$ cat config.mk
export PLATFORM = sky130hd
export DESIGN_NAME = sram_cycle_gen
export DESIGN_NICKNAME = d
export VERILOG_FILES = /design/src/rtl/sram_cyc_pkg.sv /design/src/rtl/sram_area_decode.sv /design/src/rtl/sram_lane_map.sv /design/src/rtl/sram_phase_fsm.sv /design/src/rtl/sram_cycle_gen.sv
export SDC_FILE = /design/constraint.sdc
export NUM_CORES = 1
export LEC_CHECK = 0
export BUFFER_PORTS_ARGS = -buffer_cell sky130_fd_sc_hd__buf_2
export CAP_MARGIN = 20
export CORE_UTILIZATION = 40
export DETAILED_ROUTE_END_ITERATION = 8
export PLACE_DENSITY = 0.69
export SLEW_MARGIN = 20
export SYNTH_ARGS = -nofsm -noshare
export SYNTH_HDL_FRONTEND = slang
export SYNTH_HIERARCHICAL = 1
export SYNTH_SLANG_ARGS = --single-unit
$ cat constraint.sdc
create_clock -name clk -period 2.6 [get_ports clk]
set_input_delay 0.78 -clock clk [delete_from_list [all_inputs] [get_ports clk]]
set_output_delay 0.78 -clock clk [all_outputs]
set_load 0.02 [all_outputs]
$ cat src/rtl/sram_cyc_pkg.sv
package sram_cyc_pkg;

  typedef enum logic [1:0] {
    PH_IDLE,
    PH_SETUP,
    PH_STROBE,
    PH_HOLD
  } phase_t;

  typedef enum logic [1:0] {
    BW_8,
    BW_16,
    BW_32
  } width_t;

  // 01 = 8 bits (16 when byte control is on), 10 = 16 bits, else 32 bits
  function automatic width_t decode_width(input logic [1:0] sz, input logic bytectl);
    width_t w;
    case (sz)
      2'b01:   w = bytectl ? BW_16 : BW_8;
      2'b10:   w = BW_16;
      default: w = BW_32;
    endcase
    return w;
  endfunction

endpackage

$ cat src/rtl/sram_area_decode.sv
module sram_area_decode #(
  parameter int          ADDR_W    = 29,
  parameter int          SEL_W     = 3,
  parameter logic [2:0]  AREA_CODE = 3'b100
) (
  input  logic [ADDR_W-1:0] addr,
  output logic              hit
);
  localparam int TOP = ADDR_W - 1;

  assign hit = (addr[TOP -: SEL_W] == AREA_CODE[SEL_W-1:0]);

endmodule

$ cat src/rtl/sram_lane_map.sv
module sram_lane_map
  import sram_cyc_pkg::*;
#(
  parameter int DATA_W = 32,
  localparam int LANES = DATA_W / 8,
  localparam int LB    = $clog2(LANES)
) (
  input  width_t            wr_width,
  input  logic [LB-1:0]     wr_lane,
  input  logic [LANES-1:0]  be,
  input  logic [DATA_W-1:0] wdata,
  output logic [LANES-1:0]  we_lanes,
  output logic [DATA_W-1:0] wdata_bus,
  input  width_t            rd_width,
  input  logic [LB-1:0]     rd_lane,
  input  logic [DATA_W-1:0] rdata_bus,
  output logic [DATA_W-1:0] rdata_aligned
);
  localparam int HB = LB - 1;

  logic [HB-1:0] wr_half;
  logic [HB-1:0] rd_half;

  assign wr_half = wr_lane[LB-1:1];
  assign rd_half = rd_lane[LB-1:1];

  always_comb begin
    we_lanes  = '0;
    wdata_bus = '0;
    case (wr_width)
      BW_8: begin
        we_lanes[0]     = be[wr_lane];
        wdata_bus[7:0]  = wdata[8*wr_lane +: 8];
      end
      BW_16: begin
        we_lanes[1:0]   = be[2*wr_half +: 2];
        wdata_bus[15:0] = wdata[16*wr_half +: 16];
      end
      default: begin
        we_lanes  = be;
        wdata_bus = wdata;
      end
    endcase
  end

  always_comb begin
    rdata_aligned = '0;
    case (rd_width)
      BW_8:    rdata_aligned[8*rd_lane +: 8]   = rdata_bus[7:0];
      BW_16:   rdata_aligned[16*rd_half +: 16] = rdata_bus[15:0];
      default: rdata_aligned = rdata_bus;
    endcase
  end

endmodule

$ cat src/rtl/sram_phase_fsm.sv
module sram_phase_fsm
  import sram_cyc_pkg::*;
#(
  parameter int WAIT_W  = 5,
  parameter int SETUP_W = 3,
  parameter int HOLD_W  = 3,
  localparam int CW = (WAIT_W >= SETUP_W && WAIT_W >= HOLD_W) ? WAIT_W :
                      (SETUP_W >= HOLD_W) ? SETUP_W : HOLD_W
) (
  input  logic               clk,
  input  logic               rst,
  input  logic               start,
  input  logic [SETUP_W-1:0] cfg_setup,
  input  logic [WAIT_W-1:0]  cfg_wait,
  input  logic [HOLD_W-1:0]  cfg_hold,
  input  logic               rdy,
  output phase_t             phase,
  output phase_t             nxt_phase,
  output logic               nxt_last_setup,
  output logic               strobe_end
);
  logic [CW-1:0]     cnt, ncnt;
  logic [WAIT_W-1:0] wait_q;
  logic [HOLD_W-1:0] hold_q;

  always_comb begin
    nxt_phase  = phase;
    ncnt       = cnt;
    strobe_end = 1'b0;
    case (phase)
      PH_IDLE: begin
        if (start) begin
          if (cfg_setup != '0) begin
            nxt_phase = PH_SETUP;
            ncnt      = CW'(cfg_setup) - CW'(1);
          end else begin
            nxt_phase = PH_STROBE;
            ncnt      = CW'(cfg_wait);
          end
        end
      end
      PH_SETUP: begin
        if (cnt == '0) begin
          nxt_phase = PH_STROBE;
          ncnt      = CW'(wait_q);
        end else begin
          ncnt = cnt - CW'(1);
        end
      end
      PH_STROBE: begin
        if (cnt != '0) begin
          ncnt = cnt - CW'(1);
        end else if (wait_q != '0 && !rdy) begin
          ncnt = cnt;
        end else begin
          strobe_end = 1'b1;
          if (hold_q != '0) begin
            nxt_phase = PH_HOLD;
            ncnt      = CW'(hold_q) - CW'(1);
          end else begin
            nxt_phase = PH_IDLE;
          end
        end
      end
      default: begin
        if (cnt == '0) nxt_phase = PH_IDLE;
        else           ncnt = cnt - CW'(1);
      end
    endcase
  end

  assign nxt_last_setup = (nxt_phase == PH_SETUP) && (ncnt == '0);

  always_ff @(posedge clk) begin
    if (rst) begin
      phase  <= PH_IDLE;
      cnt    <= '0;
      wait_q <= '0;
      hold_q <= '0;
    end else begin
      phase <= nxt_phase;
      cnt   <= ncnt;
      if (phase == PH_IDLE && start) begin
        wait_q <= cfg_wait;
        hold_q <= cfg_hold;
      end
    end
  end

endmodule

$ cat src/rtl/sram_cycle_gen.sv
module sram_cycle_gen
  import sram_cyc_pkg::*;
#(
  parameter int         ADDR_W    = 29,
  parameter int         DATA_W    = 32,
  parameter logic [2:0] AREA_CODE = 3'b100,
  parameter int         WAIT_W    = 5,
  parameter int         MAX_WAIT  = 25,
  parameter int         SETUP_W   = 3,
  parameter int         HOLD_W    = 3,
  localparam int        LANES     = DATA_W / 8,
  localparam int        LB        = $clog2(LANES)
) (
  input  logic               clk,
  input  logic               rst,
  input  logic               req_valid,
  input  logic               req_write,
  input  logic [ADDR_W-1:0]  req_addr,
  input  logic [LANES-1:0]   req_be,
  input  logic [DATA_W-1:0]  req_wdata,
  output logic               req_ready,
  output logic               req_done,
  output logic [DATA_W-1:0]  rd_data,
  input  logic [1:0]         cfg_size,
  input  logic               cfg_bytectl,
  input  logic [WAIT_W-1:0]  cfg_wait,
  input  logic [SETUP_W-1:0] cfg_setup,
  input  logic [HOLD_W-1:0]  cfg_hold,
  input  logic               cfg_bs_hold,
  input  logic               bus_rdy,
  input  logic [DATA_W-1:0]  bus_din,
  output logic [ADDR_W-1:0]  bus_addr,
  output logic [DATA_W-1:0]  bus_wdata,
  output logic               bus_cs_n,
  output logic               bus_rd_n,
  output logic [LANES-1:0]   bus_we_n,
  output logic               bus_bs_n
);
  phase_t             phase, nxt_phase;
  logic               nxt_last_setup, strobe_end;
  logic               hit, accept;
  logic [WAIT_W-1:0]  wait_eff;
  width_t             width_in, width_q;
  logic [LB-1:0]      lane_q;
  logic               write_q, bs_q;
  logic [LANES-1:0]   we_in, we_q, we_sel;
  logic [DATA_W-1:0]  wdata_mapped, rdata_aligned;
  logic               write_sel, bs_sel;

  sram_area_decode #(
    .ADDR_W   (ADDR_W),
    .SEL_W    (3),
    .AREA_CODE(AREA_CODE)
  ) u_dec (
    .addr(req_addr),
    .hit (hit)
  );

  assign width_in  = decode_width(cfg_size, cfg_bytectl);
  assign wait_eff  = (cfg_wait > WAIT_W'(MAX_WAIT)) ? WAIT_W'(MAX_WAIT) : cfg_wait;
  assign req_ready = (phase == PH_IDLE);
  assign accept    = req_ready && req_valid && hit;

  sram_phase_fsm #(
    .WAIT_W (WAIT_W),
    .SETUP_W(SETUP_W),
    .HOLD_W (HOLD_W)
  ) u_fsm (
    .clk           (clk),
    .rst           (rst),
    .start         (accept),
    .cfg_setup     (cfg_setup),
    .cfg_wait      (wait_eff),
    .cfg_hold      (cfg_hold),
    .rdy           (bus_rdy),
    .phase         (phase),
    .nxt_phase     (nxt_phase),
    .nxt_last_setup(nxt_last_setup),
    .strobe_end    (strobe_end)
  );

  sram_lane_map #(
    .DATA_W(DATA_W)
  ) u_lanes (
    .wr_width     (width_in),
    .wr_lane      (req_addr[LB-1:0]),
    .be           (req_be),
    .wdata        (req_wdata),
    .we_lanes     (we_in),
    .wdata_bus    (wdata_mapped),
    .rd_width     (width_q),
    .rd_lane      (lane_q),
    .rdata_bus    (bus_din),
    .rdata_aligned(rdata_aligned)
  );

  // The first strobe cycle may follow acceptance directly, so select live values then
  assign write_sel = accept ? req_write   : write_q;
  assign bs_sel    = accept ? cfg_bs_hold : bs_q;
  assign we_sel    = accept ? we_in       : we_q;

  always_ff @(posedge clk) begin
    if (rst) begin
      bus_cs_n  <= 1'b1;
      bus_rd_n  <= 1'b1;
      bus_we_n  <= '1;
      bus_bs_n  <= 1'b1;
      req_done  <= 1'b0;
      rd_data   <= '0;
      bus_addr  <= '0;
      bus_wdata <= '0;
      width_q   <= BW_32;
      lane_q    <= '0;
      write_q   <= 1'b0;
      bs_q      <= 1'b0;
      we_q      <= '0;
    end else begin
      bus_cs_n <= (nxt_phase == PH_IDLE);
      bus_rd_n <= !((nxt_phase == PH_STROBE) && !write_sel);
      bus_we_n <= ((nxt_phase == PH_STROBE) && write_sel) ? ~we_sel : '1;
      bus_bs_n <= !(((nxt_phase == PH_STROBE) && (phase != PH_STROBE)) ||
                    (nxt_last_setup && bs_sel));
      req_done <= (nxt_phase == PH_IDLE) && (phase != PH_IDLE);
      if (accept) begin
        bus_addr  <= req_addr;
        bus_wdata <= wdata_mapped;
        width_q   <= width_in;
        lane_q    <= req_addr[LB-1:0];
        write_q   <= req_write;
        bs_q      <= cfg_bs_hold;
        we_q      <= we_in;
      end
      if (strobe_end && !write_q) rd_data <= rdata_aligned;
    end
  end

endmodule

==> summary.log <==
[clock_network] TritonCTS sink count 124
[timing] period utilization 89.8%
[final_layout] Filler Cell Count 1423
[timing] number of max-slew violations in the final report 0
[setup_path] Setup Crit Path Kind flip-flop to flip-flop
[floorplan] Die X 124 µm
[grt] pin count of the biggest net entering global routing 60
[setup_path] peak per-stage delay on the critical path 0.53 ns
[logic_synthesis] proportion of synthesized chip area in sequential cells 41.7%
[run] max-capacitance violation count 0
[routing] total DRC errors in the routed layout 0
[timing] maximum clock skew at final layout 0.00902 ns
[pwr] maximum resistive drop on vdd 0.489 mV
[final_layout] area growth from synthesis to final layout 33.6%
[routing] Post-DRT Antenna Nets 0
[setup_path] crit path capture type flip-flop
[grt] initial antenna violation count 2
[status] run status finished clean
[placement] placed instance area 7320 µm²
[routing] DR iter-0 viols 460
[floorplan] count of boundary I/O pins 219
[setup_path] slowest cell on the critical path sky130_fd_sc_hd__or4b_1
[setup_path] element type at the critical path start flip-flop
[timing] Period minus WS final 2.33 ns
[floorplan] Initial Utilization 40.9%
[logic_synthesis] Most used DFF post-synth sky130_fd_sc_hd__dfxtp_1
[worst_hold_path] class of the worst hold path flip-flop to flip-flop
[clock_network] number of hold buffers added after cts 0
[placement] # port buffers 218
[final_layout] final net count 1110
[clock_network] Longest Clk Path Bufs 2
[logic_synthesis] syn nets 890
[logic_synthesis] total number of yosys warnings 6
[placement] post-placement cell count 1146
[clock_network] clock buffers created by TritonCTS 17
[setup_path] endpoint required time on the critical path 2.96 ns
[timing] Max-Slew Margin vs Limit 36.9%
[final_layout] layout cell share with drive strength beyond 1 29.7%
[routing] number of vias in the routed layout 6105
[timing] count of endpoints failing setup in the final report 0
[setup_path] ordered cell list for the critical path inv_1, ha_1, or4b_1, or4_4, inv_1, nor2b_2, buf_12, nand2_1, a21oi_1
[final_layout] final cell count without fillers 1180
[logic_synthesis] synthesized instance count 761
[floorplan] placeable core region 14500 µm²
[timing] Hold Fails Final Rpt 0
[floorplan] Die Span Y 124 µm
[timing] FMAX 428 MHz
[setup_path] Critical path origin u_fsm/cnt[0]$_SDFF_PP0_
[pwr] PD cells 642 nW/µm²
[clock_network] clock tree from TritonCTS yes
[grt] vias in the first global route 5453
[grt] first-pass GRT wire length 27400 µm
[timing] unrepaired setup endpoints after global routing false
[logic_synthesis] distinct cell type count of the synthesized netlist 51
[final_layout] fin area 7950 µm²
[grt] GRT busiest layer met2
[grt] Overflow after GRT 0
[clock_network] CTS-repair resized insts 0
[clock_network] clock latency on the worst-skew pair 0.42 ns
[logic_synthesis] post-synthesis instance area 5950 µm²
[logic_synthesis] Avg Synthesized Cell Area 7.82 µm²
[timing] pin slew with the least headroom to its limit 0.941 ns
[setup_path] critical path peak fanout 32
[clock_network] Worst-path clk slew 0.06 ns
[grt] routing usage on met1 28.7%
[setup_path] Crit Reg-Reg Startpoint u_fsm/cnt[0]$_SDFF_PP0_
[clock_network] clock root buffer master sky130_fd_sc_hd__clkbuf_16
[clock_network] Setup Buffers After CTS 0
[placement] Routability Congestion 0.872
[floorplan] Core Rows 44
[routing] mean routed wirelength per cell 15.3 µm
[placement] half-perimeter wire length after detailed placement 12900 µm
[logic_synthesis] async set-or-reset flop fraction in the synthesized netlist 0%
[floorplan] Die Area 15400 µm²
[setup_path] most frequent cell on the critical path sky130_fd_sc_hd__inv_1
[pwr] P_leak 0.00353 µW
[grt] met3 Use GR 7.14%
[clock_network] count of H-tree levels built during CTS 4
[routing] Post-Route WL 18000 µm
[logic_synthesis] number of enable flip-flop cells after synthesis 0
[setup_path] arrival time worst endpoint 2.69 ns
[worst_hold_path] Hold Crit Start bus_addr[16]$_SDFFE_PP0N_
[routing] number of iterations in the first detailed-routing pass 5
[logic_synthesis] register bit total from synthesis 124
[grt] Global Route met2 Usage 38.5%
[grt] global-route usage over all layers 23.5%
[routing] Via-to-Cell Ratio 5.17
==> worst max-delay path: cells and delay by family, from the launching register on <==
kind,cells,cell delay [ns]
adder cells (fa/ha/maj),1,0.18
flip-flops,1,0.32
AND/OR/NAND/NOR,4,1.28
buffers and inverters,3,0.38
AO/OA/AOI/OAI,1,0.12
==> final timing paths <==
path	end	slack, ns	depth (start not counted)
min	bus_addr[16]$_SDFFE_PP0N_	0.45	2
min reg2reg	bus_addr[16]$_SDFFE_PP0N_	0.45	2
max	rd_data[11]$_SDFFE_PP0P_	0.27	9
max reg2reg	rd_data[11]$_SDFFE_PP0P_	0.27	9
==> logic make-up after synthesis <==
kind of cell    count (synthesis)  synth area share [%]
mux                            18                  3.11
fa+ha+maj                      12                  2.52
buf+inv                        71                  5.47
compound gates                203                  21.4
simple gates                  333                  25.8
flops                         124                  41.7
==> synth_stat cells (3+ instances only) <==
| cell | instances | share of area (%) |
|---|---|---|
| sky130_fd_sc_hd__nand2_1 | 214 | 13 |
| sky130_fd_sc_hd__buf_4 | 4 | 0.50 |
| sky130_fd_sc_hd__and4_1 | 3 | 0.44 |
| sky130_fd_sc_hd__a22o_1 | 28 | 4.1 |
| sky130_fd_sc_hd__o211ai_1 | 4 | 0.50 |
| sky130_fd_sc_hd__buf_2 | 16 | 1.3 |
| sky130_fd_sc_hd__a32oi_1 | 3 | 0.44 |
| sky130_fd_sc_hd__nor2_1 | 31 | 2.0 |
| sky130_fd_sc_hd__dfxtp_1 | 124 | 42 |
| sky130_fd_sc_hd__nor3b_1 | 4 | 0.50 |
| sky130_fd_sc_hd__a221o_1 | 8 | 1.3 |
| sky130_fd_sc_hd__a21oi_1 | 109 | 9.2 |
| sky130_fd_sc_hd__clkbuf_1 | 27 | 1.7 |
| sky130_fd_sc_hd__a21o_1 | 11 | 1.4 |
| sky130_fd_sc_hd__buf_6 | 3 | 0.57 |
| sky130_fd_sc_hd__ha_1 | 12 | 2.5 |
| sky130_fd_sc_hd__mux2i_1 | 17 | 2.9 |
| sky130_fd_sc_hd__a31oi_1 | 5 | 0.53 |
| sky130_fd_sc_hd__a211oi_1 | 8 | 1.0 |
| sky130_fd_sc_hd__nand2b_1 | 5 | 0.53 |
| sky130_fd_sc_hd__nand3_1 | 3 | 0.25 |
| sky130_fd_sc_hd__and2b_1 | 3 | 0.38 |
| sky130_fd_sc_hd__and2_1 | 21 | 2.2 |
| sky130_fd_sc_hd__nor2b_1 | 16 | 1.7 |
| sky130_fd_sc_hd__nor4_1 | 4 | 0.42 |
| sky130_fd_sc_hd__inv_1 | 19 | 1.2 |
| sky130_fd_sc_hd__nor3_1 | 8 | 0.67 |
| sky130_fd_sc_hd__o21ai_0 | 18 | 1.5 |
| sky130_fd_sc_hd__and3_1 | 8 | 0.84 |
==> per-layer routing <==
layer | up-vias | part of all wire [%] | wire length [µm]
met5 | - | 0 | 0
met2 | 244 | 46 | 8340
met4 | 0 | 2.3 | 418
met1 | 2781 | 43 | 7770
met3 | 28 | 8.2 | 1470
li1 | 3052 | - | -
==> flip-flops by register name (all words and copies together), names as in the netlist, 2 cells and up <==
signal / cells
rd_data: 32
bus_wdata: 32
width_q: 2
bus_we_n: 4
u_fsm/cnt: 5
we_q: 4
u_fsm/phase: 2
u_fsm/wait_q: 5
u_fsm/hold_q: 3
bus_addr: 29
==> layout make-up <==
class                           count  area [µm²]  area share, %
Multi-Input combinational cell    566        3160           39.8
Inverter                           20        75.1          0.944
Clock buffer                       18         429           5.40
Timing Repair Buffer              252        1370           17.3
Tap cell                          184         230           2.90
Antenna cell                        2        5.00         0.0629
Sequential cell                   124        2480           31.2
Clock inverter                     14         194           2.44
==> power by group <==
group / internal, µW / total, µW / leakage [µW] / switching [µW]
clock network: 1600 / 2510 / 0.000289 / 902
registers: 1940 / 1970 / 0.00100 / 26.7
logic: 277 / 631 / 0.00224 / 354
==> layout by cell type (no fill, tap or decap), types with 3 or more instances in the layout <==
cell type and count:
sky130_fd_sc_hd__a21o_1 11, sky130_fd_sc_hd__a32oi_1 3, sky130_fd_sc_hd__nor3b_1 3, sky130_fd_sc_hd__clkbuf_16 17
sky130_fd_sc_hd__inv_1 19, sky130_fd_sc_hd__mux2i_1 17, sky130_fd_sc_hd__nand2b_1 5, sky130_fd_sc_hd__and2_1 21
sky130_fd_sc_hd__nor4_1 4, sky130_fd_sc_hd__ha_1 12, sky130_fd_sc_hd__buf_2 217, sky130_fd_sc_hd__a211oi_1 8
sky130_fd_sc_hd__nor3_1 7, sky130_fd_sc_hd__buf_4 33, sky130_fd_sc_hd__a221o_1 8, sky130_fd_sc_hd__a21oi_1 109
sky130_fd_sc_hd__a22o_1 28, sky130_fd_sc_hd__dfxtp_1 124, sky130_fd_sc_hd__nand3_1 3, sky130_fd_sc_hd__o211ai_1 4
sky130_fd_sc_hd__and4_1 3, sky130_fd_sc_hd__and3_1 8, sky130_fd_sc_hd__bufinv_16 4, sky130_fd_sc_hd__clkinvlp_4 5
sky130_fd_sc_hd__and2b_1 3, sky130_fd_sc_hd__o21ai_0 18, sky130_fd_sc_hd__nand2_1 214, sky130_fd_sc_hd__a31oi_1 5
sky130_fd_sc_hd__nor2b_1 15, sky130_fd_sc_hd__nor2_1 31
==> through the flow <==
step                      hold WS [ns]  total power (µW)  setup WS (ns)  util (%)  TNS [ns]
after floorplan                  0.432              2380         0.0479         -         0
after global placement           0.439              2630        -0.0579      50.4    -0.288
after CTS                        0.451              5160          0.261      54.7         0
after global routing             0.465              5310         0.0595      54.7         0
final                            0.449              5110          0.265      54.7         0
after detailed placement         0.443              2640        -0.0869      50.4    -0.616
No activity file was read; power rests on OpenSTA's default activity.
